**src/rtl/i2cs_pkg.sv**
```systemverilog
package i2cs_pkg;
    typedef enum logic [2:0] {
        S_IDLE,
        S_HOLD,
        S_START,
        S_BIT,
        S_STOP
    } seg_state_t;

    typedef enum logic [1:0] {
        K_START = 2'd0,
        K_STOP  = 2'd1,
        K_SEND  = 2'd2,
        K_RECV  = 2'd3
    } seg_kind_t;
endpackage

```
**src/rtl/i2cs_qtick.sv**
```systemverilog
module i2cs_qtick #(
    parameter int QDIV = 25
) (
    input  logic clk,
    input  logic rst_n,
    output logic qtick
);
    localparam int CW = (QDIV > 1) ? $clog2(QDIV) : 1;
    localparam logic [CW-1:0] LAST = CW'(QDIV - 1);

    logic [CW-1:0] cnt;

    always_ff @(posedge clk or negedge rst_n) begin
        if (!rst_n) begin
            cnt   <= '0;
            qtick <= 1'b0;
        end else begin
            qtick <= (cnt == LAST);
            cnt   <= (cnt == LAST) ? '0 : cnt + 1'b1;
        end
    end
endmodule

```
**src/rtl/i2cs_fsm.sv**
```systemverilog
module i2cs_fsm
    import i2cs_pkg::*;
(
    input  logic       clk,
    input  logic       rst_n,
    input  logic       qtick,
    input  logic       go,
    input  seg_kind_t  kind,
    input  logic [7:0] tx_data,
    input  logic       ack_en,
    input  logic       scl_in,
    input  logic       sda_in,
    output logic       bus_free,
    output logic       bus_held,
    output logic       fin,
    output logic [7:0] rx_data,
    output logic       slave_nack,
    output logic       scl_oe,
    output logic       sda_oe
);
    localparam logic [3:0] LAST_BIT = 4'd8;

    seg_state_t state;
    logic [1:0] phase;
    logic [3:0] bitn;
    logic [7:0] shreg;
    logic       is_recv, ack_drv, from_hold, ackbit;

    // quarter advance, held back while SCL is released but still low
    logic step;
    assign step = qtick && !(phase == 2'd1 && !scl_in);

    always_ff @(posedge clk or negedge rst_n) begin
        if (!rst_n) begin
            state     <= S_IDLE;
            phase     <= 2'd0;
            bitn      <= 4'd0;
            shreg     <= 8'd0;
            is_recv   <= 1'b0;
            ack_drv   <= 1'b0;
            from_hold <= 1'b0;
            ackbit    <= 1'b0;
            fin       <= 1'b0;
        end else begin
            fin <= 1'b0;
            unique case (state)
                S_IDLE, S_HOLD: begin
                    if (go) begin
                        phase     <= 2'd0;
                        bitn      <= 4'd0;
                        from_hold <= (state == S_HOLD);
                        is_recv   <= (kind == K_RECV);
                        ack_drv   <= ack_en;
                        if (kind == K_SEND) shreg <= tx_data;
                        unique case (kind)
                            K_START: state <= S_START;
                            K_STOP:  state <= S_STOP;
                            default: state <= S_BIT;
                        endcase
                    end
                end
                S_START, S_STOP: begin
                    if (step) begin
                        phase <= phase + 2'd1;
                        if (phase == 2'd3) begin
                            state <= (state == S_START) ? S_HOLD : S_IDLE;
                            fin   <= 1'b1;
                        end
                    end
                end
                S_BIT: begin
                    if (step) begin
                        phase <= phase + 2'd1;
                        if (phase == 2'd2) begin
                            if (bitn == LAST_BIT) ackbit <= sda_in;
                            else if (is_recv)     shreg  <= {shreg[6:0], sda_in};
                        end
                        if (phase == 2'd3) begin
                            if (bitn == LAST_BIT) begin
                                state <= S_HOLD;
                                fin   <= 1'b1;
                            end else begin
                                bitn <= bitn + 4'd1;
                                if (!is_recv) shreg <= {shreg[6:0], 1'b0};
                            end
                        end
                    end
                end
                default: state <= S_IDLE;
            endcase
        end
    end

    always_comb begin
        scl_oe = 1'b0;
        sda_oe = 1'b0;
        unique case (state)
            S_IDLE: begin end
            S_HOLD: scl_oe = 1'b1;
            S_START: begin
                scl_oe = (phase == 2'd0) ? from_hold : (phase == 2'd3);
                sda_oe = phase[1];
            end
            S_BIT: begin
                scl_oe = (phase == 2'd0) || (phase == 2'd3);
                if (bitn == LAST_BIT) sda_oe = is_recv & ack_drv;
                else                  sda_oe = !is_recv & !shreg[7];
            end
            S_STOP: begin
                scl_oe = (phase == 2'd0);
                sda_oe = !phase[1];
            end
            default: begin end
        endcase
    end

    assign bus_free   = (state == S_IDLE);
    assign bus_held   = (state == S_HOLD);
    assign rx_data    = shreg;
    assign slave_nack = ackbit;

    // data on SDA is steady for the whole time SCL is released inside a bit
    p_sda_steady_r3: assert property (@(posedge clk) disable iff (!rst_n)
        (state == S_BIT && $past(state) == S_BIT && !scl_oe && !$past(scl_oe))
        |-> $stable(sda_oe));

    // completion is reported as a single-cycle pulse
    p_fin_pulse_r3: assert property (@(posedge clk) disable iff (!rst_n)
        fin |=> !fin);

    // only a start may be launched from a free bus
    p_free_start_r8: assert property (@(posedge clk) disable iff (!rst_n)
        (go && bus_free) |-> (kind == K_START));

    // a held-low SCL freezes the bit in its rising quarter
    p_stretch_wait_r11: assert property (@(posedge clk) disable iff (!rst_n)
        (state == S_BIT && phase == 2'd1 && !scl_in) |=> (state == S_BIT && phase == 2'd1));

    // leaving STOP both lines are released
    p_stop_release_r6: assert property (@(posedge clk) disable iff (!rst_n)
        (state == S_IDLE && $past(state) == S_STOP) |-> (!scl_oe && !sda_oe));
endmodule

```
**src/rtl/i2c_seg_master.sv**
```systemverilog
module i2c_seg_master
    import i2cs_pkg::*;
#(
    parameter int QDIV = 25
) (
    input  logic       clk,
    input  logic       rst_n,
    input  logic       cmd_start,
    input  logic       cmd_stop,
    input  logic       cmd_send,
    input  logic       cmd_recv,
    input  logic       tx_wr,
    input  logic [7:0] tx_wdata,
    input  logic       ack_en,
    output logic       busy_start,
    output logic       busy_stop,
    output logic       busy_send,
    output logic       busy_recv,
    output logic       done_cmd,
    output logic       done_tx,
    output logic       done_rx,
    output logic       nack_flag,
    output logic [7:0] rx_byte,
    output logic       irq_done,
    output logic       irq_nack,
    input  logic       scl_in,
    input  logic       sda_in,
    output logic       scl_oe,
    output logic       sda_oe
);
    logic       qtick, bus_free, bus_held, fin, slave_nack;
    logic [7:0] rx_data, tx_hold;
    logic [3:0] busy_q;
    seg_kind_t  cur_kind, acc_kind;
    logic       acc;

    i2cs_qtick #(.QDIV(QDIV)) u_qtick (
        .clk   (clk),
        .rst_n (rst_n),
        .qtick (qtick)
    );

    i2cs_fsm u_fsm (
        .clk        (clk),
        .rst_n      (rst_n),
        .qtick      (qtick),
        .go         (acc),
        .kind       (acc_kind),
        .tx_data    (tx_hold),
        .ack_en     (ack_en),
        .scl_in     (scl_in),
        .sda_in     (sda_in),
        .bus_free   (bus_free),
        .bus_held   (bus_held),
        .fin        (fin),
        .rx_data    (rx_data),
        .slave_nack (slave_nack),
        .scl_oe     (scl_oe),
        .sda_oe     (sda_oe)
    );

    // strobe arbitration: start > stop > send > receive
    always_comb begin
        acc      = 1'b0;
        acc_kind = K_START;
        if (busy_q == 4'd0) begin
            if (cmd_start) begin
                acc = bus_free || bus_held;
            end else if (cmd_stop) begin
                acc = bus_held; acc_kind = K_STOP;
            end else if (cmd_send) begin
                acc = bus_held; acc_kind = K_SEND;
            end else if (cmd_recv) begin
                acc = bus_held; acc_kind = K_RECV;
            end
        end
    end

    always_ff @(posedge clk or negedge rst_n) begin
        if (!rst_n) begin
            busy_q    <= 4'd0;
            cur_kind  <= K_START;
            tx_hold   <= 8'd0;
            rx_byte   <= 8'd0;
            done_cmd  <= 1'b0;
            done_tx   <= 1'b0;
            done_rx   <= 1'b0;
            nack_flag <= 1'b0;
            irq_done  <= 1'b0;
            irq_nack  <= 1'b0;
        end else begin
            irq_done <= 1'b0;
            irq_nack <= 1'b0;
            if (tx_wr) tx_hold <= tx_wdata;
            if (acc) begin
                busy_q   <= 4'b0001 << acc_kind;
                cur_kind <= acc_kind;
                done_cmd <= 1'b0;
                if (acc_kind == K_SEND) begin
                    done_tx   <= 1'b0;
                    nack_flag <= 1'b0;
                end
                if (acc_kind == K_RECV) done_rx <= 1'b0;
            end
            if (fin) begin
                busy_q   <= 4'd0;
                done_cmd <= 1'b1;
                irq_done <= !done_cmd;
                if (cur_kind == K_SEND) begin
                    done_tx   <= 1'b1;
                    nack_flag <= slave_nack;
                    irq_nack  <= slave_nack;
                end
                if (cur_kind == K_RECV) begin
                    done_rx <= 1'b1;
                    rx_byte <= rx_data;
                end
            end
        end
    end

    assign busy_start = busy_q[0];
    assign busy_stop  = busy_q[1];
    assign busy_send  = busy_q[2];
    assign busy_recv  = busy_q[3];

    // at most one command is busy at a time
    p_one_busy_r8: assert property (@(posedge clk) disable iff (!rst_n)
        $onehot0(busy_q));

    // on a free bus, nothing but a start can launch a segment
    p_idle_ignore_r8: assert property (@(posedge clk) disable iff (!rst_n)
        (bus_free && busy_q == 4'd0 && !cmd_start) |=> (busy_q == 4'd0));

    // the completion interrupt marks a rising edge of done_cmd
    p_irq_edge_r10: assert property (@(posedge clk) disable iff (!rst_n)
        irq_done |-> (done_cmd && !$past(done_cmd)));

    // a NACK interrupt comes with the NACK status set
    p_irq_nack_r4: assert property (@(posedge clk) disable iff (!rst_n)
        irq_nack |-> nack_flag);

    // a busy bit only drops together with done_cmd rising
    p_busy_clear_r2: assert property (@(posedge clk) disable iff (!rst_n)
        $fell(busy_q != 4'd0) |-> done_cmd);
endmodule

```
**config.mk**
```make
export PLATFORM = sky130hd
export DESIGN_NAME = i2c_seg_master
export DESIGN_NICKNAME = d
export VERILOG_FILES = /design/src/rtl/i2cs_pkg.sv /design/src/rtl/i2cs_qtick.sv /design/src/rtl/i2cs_fsm.sv /design/src/rtl/i2c_seg_master.sv
export SDC_FILE = /design/constraint.sdc
export NUM_CORES = 1
export LEC_CHECK = 0
export ABC_CLOCK_PERIOD_IN_PS = 2100
export BUFFER_PORTS_ARGS = -buffer_cell sky130_fd_sc_hd__buf_2
export CORE_MARGIN = 8
export CORE_UTILIZATION = 45
export CTS_BUF_LIST = sky130_fd_sc_hd__clkbuf_4 sky130_fd_sc_hd__clkbuf_8 sky130_fd_sc_hd__clkbuf_16
export CTS_CLUSTER_SIZE = 8
export DETAILED_ROUTE_END_ITERATION = 16
export PLACE_DENSITY = 0.68
export SYNTH_ARGS = -nofsm -noshare
export SYNTH_HDL_FRONTEND = slang
export SYNTH_SLANG_ARGS = --single-unit
```
**constraint.sdc**
```tcl
create_clock -name clk -period 2.1 [get_ports clk]
set_clock_uncertainty 0.2 [all_clocks]
set_input_delay 0.105 -clock clk [delete_from_list [all_inputs] [get_ports clk]]
set_output_delay 0.105 -clock clk [all_outputs]
set_load 0.02 [all_outputs]
```
* Yosys cells after proc, flatten, opt, wreduce, memory -nomap -nowiden
Cells that the tools add are included.
Storage, ports and cells: logic and storage cells 144, output and inout port bits 20, input port bits 18, register bits 56
Cells by class: reductions and logical operators 27, mux-type cells 67, shift-type cells 1, equality and inequality tests 23, bitwise operators 2, add/sub/neg operators 3
Operators by type and width (count):
- $mux 8 | 9
- $mux 1 | 30
- $mux 4 | 6
- $mux 3 | 6
- $pmux 8 s2 | 1
- $mux 2 | 7
- $eq 2x2->1 const B | 6
- $ne 2x1->1 const B | 6
- $pmux 3 s3 | 1
- $pmux 4 s2 | 1
- $reduce_and 4->1 | 2
- $eq 3x2->1 const B | 2
- $logic_not 1->1 | 6
- $ne 2x2->1 const B | 3
- $pmux 3 s2 | 1
- $reduce_and 6->1 | 1
- $reduce_bool 2->1 | 3
- $add 5x1->5 const B | 1
- $eq 5x5->1 const B | 1
- $mux 5 | 1
- $reduce_and 5->1 | 1
- $add 4x1->4 const B | 1
- $eq 2x1->1 const B | 2
- $eq 4x4->1 const B | 1
- other kinds (18) | 24

* Longest topological paths before layout
depth after elaboration 10, depth in mapped cells 7, depth with buffers taken out 6

* By module
From an unflattened synthesis, not the netlist that was laid out.
Unflattened totals: cell total of the unflattened synthesis 247, area, all modules 2763.9 µm²
Modules (own cells, without submodules):
- i2cs_fsm | times used 1, cells an instance 138, seq. area each 550.5 µm², area an instance 1326.3 µm²
- i2c_seg_master | times used 1, cells an instance 84, seq. area each 700.7 µm², area an instance 1146.1 µm²
- i2cs_qtick | times used 1, cells an instance 25, seq. area each 150.1 µm², area an instance 291.5 µm²

* Least setup slack after synthesis
No wires, ideal clock.
path type reg-to-reg, from register busy_q[1], to register cur_kind[0], path buffers 2, cell stages (with the launch flop) 6, setup time 118 ps, period minus slack after synthesis 2270 ps, path slack -170 ps, data required time 1782 ps, arrival 1952 ps, path through dfrtp_1 -> or4_1 -> buf_2 -> or4_4 -> buf_6 -> a21o_1
On the way: longest elaborated chain between the ends 2, elaborated cells between the ends (all ways) 3, those cells by class 2 x mux; 1 x reduce/logical
Ends and longest elaborated chain:
- start: declaration | RTL line i2c_seg_master.sv:33 | logic [3:0] busy_q;
- start signal: assignment | RTL line i2c_seg_master.sv:96 | busy_q <= 4'b0001 << acc_kind;
- $logic_not 4->1 * | RTL line i2c_seg_master.sv:66 | if (busy_q == 4'd0) begin
- $mux 2 / $mux 1 (equally long branches) | RTL line i2c_seg_master.sv:66
- end signal: assignment | RTL line i2c_seg_master.sv:97 | cur_kind <= acc_kind;
- end: declaration | RTL line i2c_seg_master.sv:34 | seg_kind_t cur_kind, acc_kind;
Mark *: on every way between the ends. The rest lies on a longest branch, timed or not. A chain may end at the register's enable or synchronous reset.

* Worst setup path after layout
from register u_fsm.bitn[0], to output sda_oe
On the way: longest elaborated chain between the ends 3
Ends and longest elaborated chain:
- start: declaration | RTL line i2cs_fsm.sv:25 | logic [3:0] bitn;
- start signal: assignment | RTL line i2cs_fsm.sv:83 | bitn <= bitn + 4'd1;
- $eq 4x4->1 | RTL line i2cs_fsm.sv:106 | if (bitn == LAST_BIT) sda_oe = is_recv & ack_drv;
- $mux 1 | RTL line i2cs_fsm.sv:106
- $pmux 1 s3 | RTL line i2cs_fsm.sv:97 | unique case (state)
- end: declaration | RTL line i2c_seg_master.sv:29 | output logic sda_oe
Every way passes these cells.

==> report_table.html <==
<table>
<tr><th>Metric</th><th>Value</th></tr>
<tr><th colspan="2">Yosys</th></tr>
<tr><td>Warnings, synthesis</td><td>0</td></tr>
<tr><td>Flip-flop and latch count after synthesis</td><td>56</td></tr>
<tr><td>Mapped Cells</td><td>246</td></tr>
<tr><td>Syn avg cell area</td><td>10.68 um2</td></tr>
<tr><td>Synth Flop Type</td><td>sky130_fd_sc_hd__dfrtp_1</td></tr>
<tr><td>Synth async-reset ratio</td><td>1.000</td></tr>
<tr><td>Number of synthesized flops with an enable pin</td><td>0</td></tr>
<tr><td>Biggest area contributors in the synthesized netlist</td><td>sky130_fd_sc_hd__dfrtp_1 (53%), sky130_fd_sc_hd__mux2_2 (5.6%), sky130_fd_sc_hd__ha_1 (3.8%), sky130_fd_sc_hd__a21oi_1 (2.5%), sky130_fd_sc_hd__o21ai_0 (2.5%)</td></tr>
<tr><td>Synthesized net count</td><td>272</td></tr>
<tr><td>Sequential fraction of the synthesis area</td><td>0.5336</td></tr>
<tr><td>Yosys top cell by area</td><td>sky130_fd_sc_hd__dfrtp_1</td></tr>
<tr><td>Post-synthesis instance area</td><td>2626 um2</td></tr>
<tr><td>Area share of the largest cell type after synthesis</td><td>0.5336</td></tr>
<tr><td>Post-synth cell types</td><td>47</td></tr>
<tr><th colspan="2">Final layout</th></tr>
<tr><td>Fill cells</td><td>460</td></tr>
<tr><td>Final-stage net count</td><td>357</td></tr>
<tr><td>Total area of sequential cells</td><td>1404 um2</td></tr>
<tr><td>Most common library cell in the layout ignoring fill and taps</td><td>sky130_fd_sc_hd__dfrtp_1</td></tr>
<tr><td>Finished Cell Area</td><td>3591 um2</td></tr>
<tr><td>Diodes inserted</td><td>0</td></tr>
<tr><td>Area growth, synth to finish</td><td>36.73%</td></tr>
<tr><td>Multi-input gate area</td><td>1276 um2</td></tr>
<tr><td>Fraction of final layout cells sized beyond drive strength 1</td><td>0.3434</td></tr>
<tr><td>Most frequent cells in the layout</td><td>sky130_fd_sc_hd__dfrtp_1 (54), sky130_fd_sc_hd__buf_2 (35), sky130_fd_sc_hd__buf_4 (26)</td></tr>
<tr><td>Count of non-filler cells in the finished layout</td><td>407</td></tr>
<tr><th colspan="2">Placed design</th></tr>
<tr><td>PortBufs</td><td>37</td></tr>
<tr><td>Estimated wirelength of the detail-placed design</td><td>4.391 mm</td></tr>
<tr><td>Placed instance count</td><td>372</td></tr>
<tr><td>Cell area after placement</td><td>3049 um2</td></tr>
<tr><td>Worst slack after detailed placement</td><td>-96.70 ps</td></tr>
<tr><td>Gpl congestion</td><td>0.8693</td></tr>
<tr><th colspan="2">Floorplanning</th></tr>
<tr><td>Core box area</td><td>5781 um2</td></tr>
<tr><td>Top-level I/O count</td><td>38</td></tr>
<tr><td>Cell Rows</td><td>28</td></tr>
<tr><td>Total die area</td><td>8537 um2</td></tr>
<tr><td>Initial standard-cell utilization of the core</td><td>0.4543</td></tr>
<tr><td>Die Wd</td><td>92.40 um</td></tr>
<tr><td>Vertical extent of the die</td><td>92.40 um</td></tr>
<tr><th colspan="2">Routing</th></tr>
<tr><td>Post-route ant nets</td><td>0</td></tr>
<tr><td>Number of detailed-routing iterations run before antenna repair</td><td>5</td></tr>
<tr><td>Drt total wl</td><td>6.420 mm</td></tr>
<tr><td>DRC violation count after routing</td><td>0</td></tr>
<tr><td>Iteration-0 DRC Markers</td><td>109</td></tr>
<tr><td>Ratio of routed vias to standard cells</td><td>5.415</td></tr>
<tr><td>Total via count after detailed routing</td><td>2204</td></tr>
<tr><td>Wire length per cell after detailed routing</td><td>15.77 um</td></tr>
<tr><th colspan="2">Worst hold path</th></tr>
<tr><td>Kind of path behind the tightest hold check</td><td>primary input to register</td></tr>
<tr><th colspan="2">Timing</th></tr>
<tr><td>Hold Fails Final Rpt</td><td>0</td></tr>
<tr><td>Transition at the pin with the smallest max-transition slack</td><td>623.2 ps</td></tr>
<tr><td>Worst Hold Margin</td><td>17.24 ps</td></tr>
<tr><td>Achievable frequency</td><td>0.4464 GHz</td></tr>
<tr><td>Final period demand of the worst path</td><td>2240 ps</td></tr>
<tr><td>Number of endpoints failing setup at the final stage</td><td>7</td></tr>
<tr><td>Normalized max-slew margin</td><td>0.5845</td></tr>
<tr><td>Post-route fraction of the period consumed by the critical path</td><td>1.067</td></tr>
<tr><td>Max-slew violation count</td><td>0</td></tr>
<tr><td>Unrepaired setup endpoints after global routing</td><td>yes</td></tr>
<tr><td>Post-route setup slack</td><td>-140.1 ps</td></tr>
<tr><th colspan="2">Worst setup path</th></tr>
<tr><td>Count of buffer and inverter cells on the critical path</td><td>2</td></tr>
<tr><td>Required time worst endpoint</td><td>1790 ps</td></tr>
<tr><td>Crit path max-delay family</td><td>simple AND/OR/NAND/NOR gates</td></tr>
<tr><td>CP Data Arrival Time</td><td>1940 ps</td></tr>
<tr><td>Slowest library cell on the worst path</td><td>sky130_fd_sc_hd__dfrtp_1</td></tr>
<tr><td>Setup crit end kind</td><td>output port</td></tr>
<tr><td>WS Path Type</td><td>register to output port</td></tr>
<tr><td>CP Cell Sequence</td><td>inv_2 &gt; ha_4 &gt; and3b_2 &gt; or3_1 &gt; a31oi_1 &gt; a22o_1 &gt; buf_6</td></tr>
<tr><td>Worst setup SP type</td><td>register</td></tr>
<tr><td>Maximum net fanout on the critical path</td><td>2</td></tr>
<tr><td>Largest stage delay on the critical path</td><td>390 ps</td></tr>
<tr><th colspan="2">Pwr</th></tr>
<tr><td>Pwr Density</td><td>600.5 nW/um2</td></tr>
<tr><td>Overall power of the completed layout</td><td>2.156 mW</td></tr>
<tr><td>IR drop worst, VDD</td><td>0.3986 mV</td></tr>
<tr><td>Static leakage</td><td>1.706 nW</td></tr>
<tr><th colspan="2">GRT</th></tr>
<tr><td>Pin count of the biggest net entering global routing</td><td>31</td></tr>
<tr><td>Wire length of the first global-routing pass</td><td>10.49 mm</td></tr>
<tr><td>GRT Residual Overflow</td><td>0</td></tr>
<tr><td>Via count of the first global-routing pass</td><td>2173</td></tr>
<tr><td>Tot GR Track Use</td><td>0.1504</td></tr>
<tr><td>Number of antenna violations at the first check in global routing</td><td>0</td></tr>
<tr><th colspan="2">Clock tree</th></tr>
<tr><td>CTS tree</td><td>yes</td></tr>
<tr><td>Clock slew at reported path FFs</td><td>100 ps</td></tr>
<tr><td>CTS buffer count</td><td>5</td></tr>
<tr><td>TritonCTS Sinks</td><td>56</td></tr>
<tr><td>Clk root buf</td><td>sky130_fd_sc_hd__clkbuf_8</td></tr>
<tr><td>CTS H-Tree Depth</td><td>2</td></tr>
<tr><td>Insertion delay to the later sink of the worst-skew pair</td><td>310 ps</td></tr>
<tr><td>Longest Clk Path Bufs</td><td>2</td></tr>
<tr><th colspan="2">Outcome</th></tr>
<tr><td>Violated checks</td><td>negative setup slack</td></tr>
<tr><td>Result of the run</td><td>complete, but fails checks</td></tr>
<tr><th colspan="2">Flow run</th></tr>
<tr><td>Number of maximum-capacitance constraint violations</td><td>0</td></tr>
</table>
final timing paths:
path	start	to	slack [ps]	cells past startpoint
hold / removal	tx_wr	tx_hold[5]$_DFFE_PN0P_	20	2
hold reg to reg	done_cmd$_DFFE_PN0P_	irq_done$_DFF_PN0_	260	1
setup / recovery	u_fsm.bitn[0]$_DFFE_PN0P_	sda_oe	-140	7
max in group asynchronous	rst_n	u_fsm.phase[1]$_DFFE_PN0P_	980	3
setup reg to reg	busy_q[1]$_DFFE_PN0P_	u_fsm.bitn[1]$_DFFE_PN0P_	-30	4
min in group asynchronous	rst_n	rx_byte[7]$_DFFE_PN0P_	150	2
cell usage after synthesis, drive strengths merged (4+ instances only):
library cell,n
a21o,4
a21oi,13
a22oi,6
a2bb2oi,4
clkbuf,6
dfrtp,56
ha,8
inv,16
mux2,14
nand2,16
nand3,11
nor2,16
nor2b,5
nor3,5
o21ai,18
o2bb2ai,6
layout make-up:
cell class | instances | share of cell area
Multi-Input combinational cell | 166 | 0.3554
Clock inverter | 2 | 0.01080
Tap cell | 75 | 0.02613
Timing Repair Buffer | 86 | 0.1770
Clock buffer | 6 | 0.02300
Inverter | 16 | 0.01672
Sequential cell | 56 | 0.3909
report_power, final:
| group | leakage, nW | total (mW) | switching (mW) | internal [mW] |
|---|---|---|---|---|
| clock network | 0.0614 | 0.739 | 0.349 | 0.390 |
| logic | 0.928 | 0.287 | 0.150 | 0.137 |
| registers | 0.716 | 1.13 | 0.0225 | 1.11 |
| total | 1.71 | 2.16 | 0.522 | 1.63 |
cells by family (layout without fill, tap and decap cells):
logic type / Yosys count / after routing / share of synthesized area
muxes: 16 / 16 / 0.06765
DFF: 56 / 56 / 0.5336
adders and majority gates: 8 / 8 / 0.03811
and+or+nand+nor: 76 / 77 / 0.1544
AOI/OAI and AO/OA: 63 / 63 / 0.1601
buffers and inverters: 25 / 110 / 0.03954
xor gates and xnor gates: 2 / 2 / 0.006671
registers in the layout, summed over array words and instances (netlist names), 2 cells and up:
| signal | cells |
|---|---|
| cur_kind | 2 |
| busy_q | 4 |
| u_fsm.state | 3 |
| tx_hold | 8 |
| u_fsm.bitn | 4 |
| u_qtick.cnt | 5 |
| rx_byte | 8 |
| u_fsm.rx_data | 8 |
| u_fsm.phase | 2 |
per-stage QoR:
step | util | TNS (ps)
floorplan | - | -1368
global placement | 0.5275 | -829.7
detailed placement | 0.5275 | -1298
CTS | 0.5935 | -148.1
global route | 0.6212 | -846.3
finish | 0.6212 | -218.0
layer usage:
metal  wire length (um)  track usage  vias to the layer above
li1                   -            -                     1063
met1               2975       0.2005                     1089
met2               3072       0.2408                       45
met3                295      0.03317                        7
met4                 76      0.04027                        0
met5                  0            0                        -
worst reg2reg max path: cells and delay by family (launching register included):
kind                   cells  cell delay [ps]
AO/OA/AOI/OAI              2              650
AND/OR/NAND/NOR            1              600
buffers and inverters      1              140
flip-flops                 1              410
what timing repair did:
action,in CTS,in global routing
gates cloned,1,0
endpoints found under the hold margin,39,0
pin swaps,9,22
hold buffers,20,0
setup buffers,3,3
resized for setup,9,27
setup endpoints to repair,23,18
(Power assumes the default switching activity.)
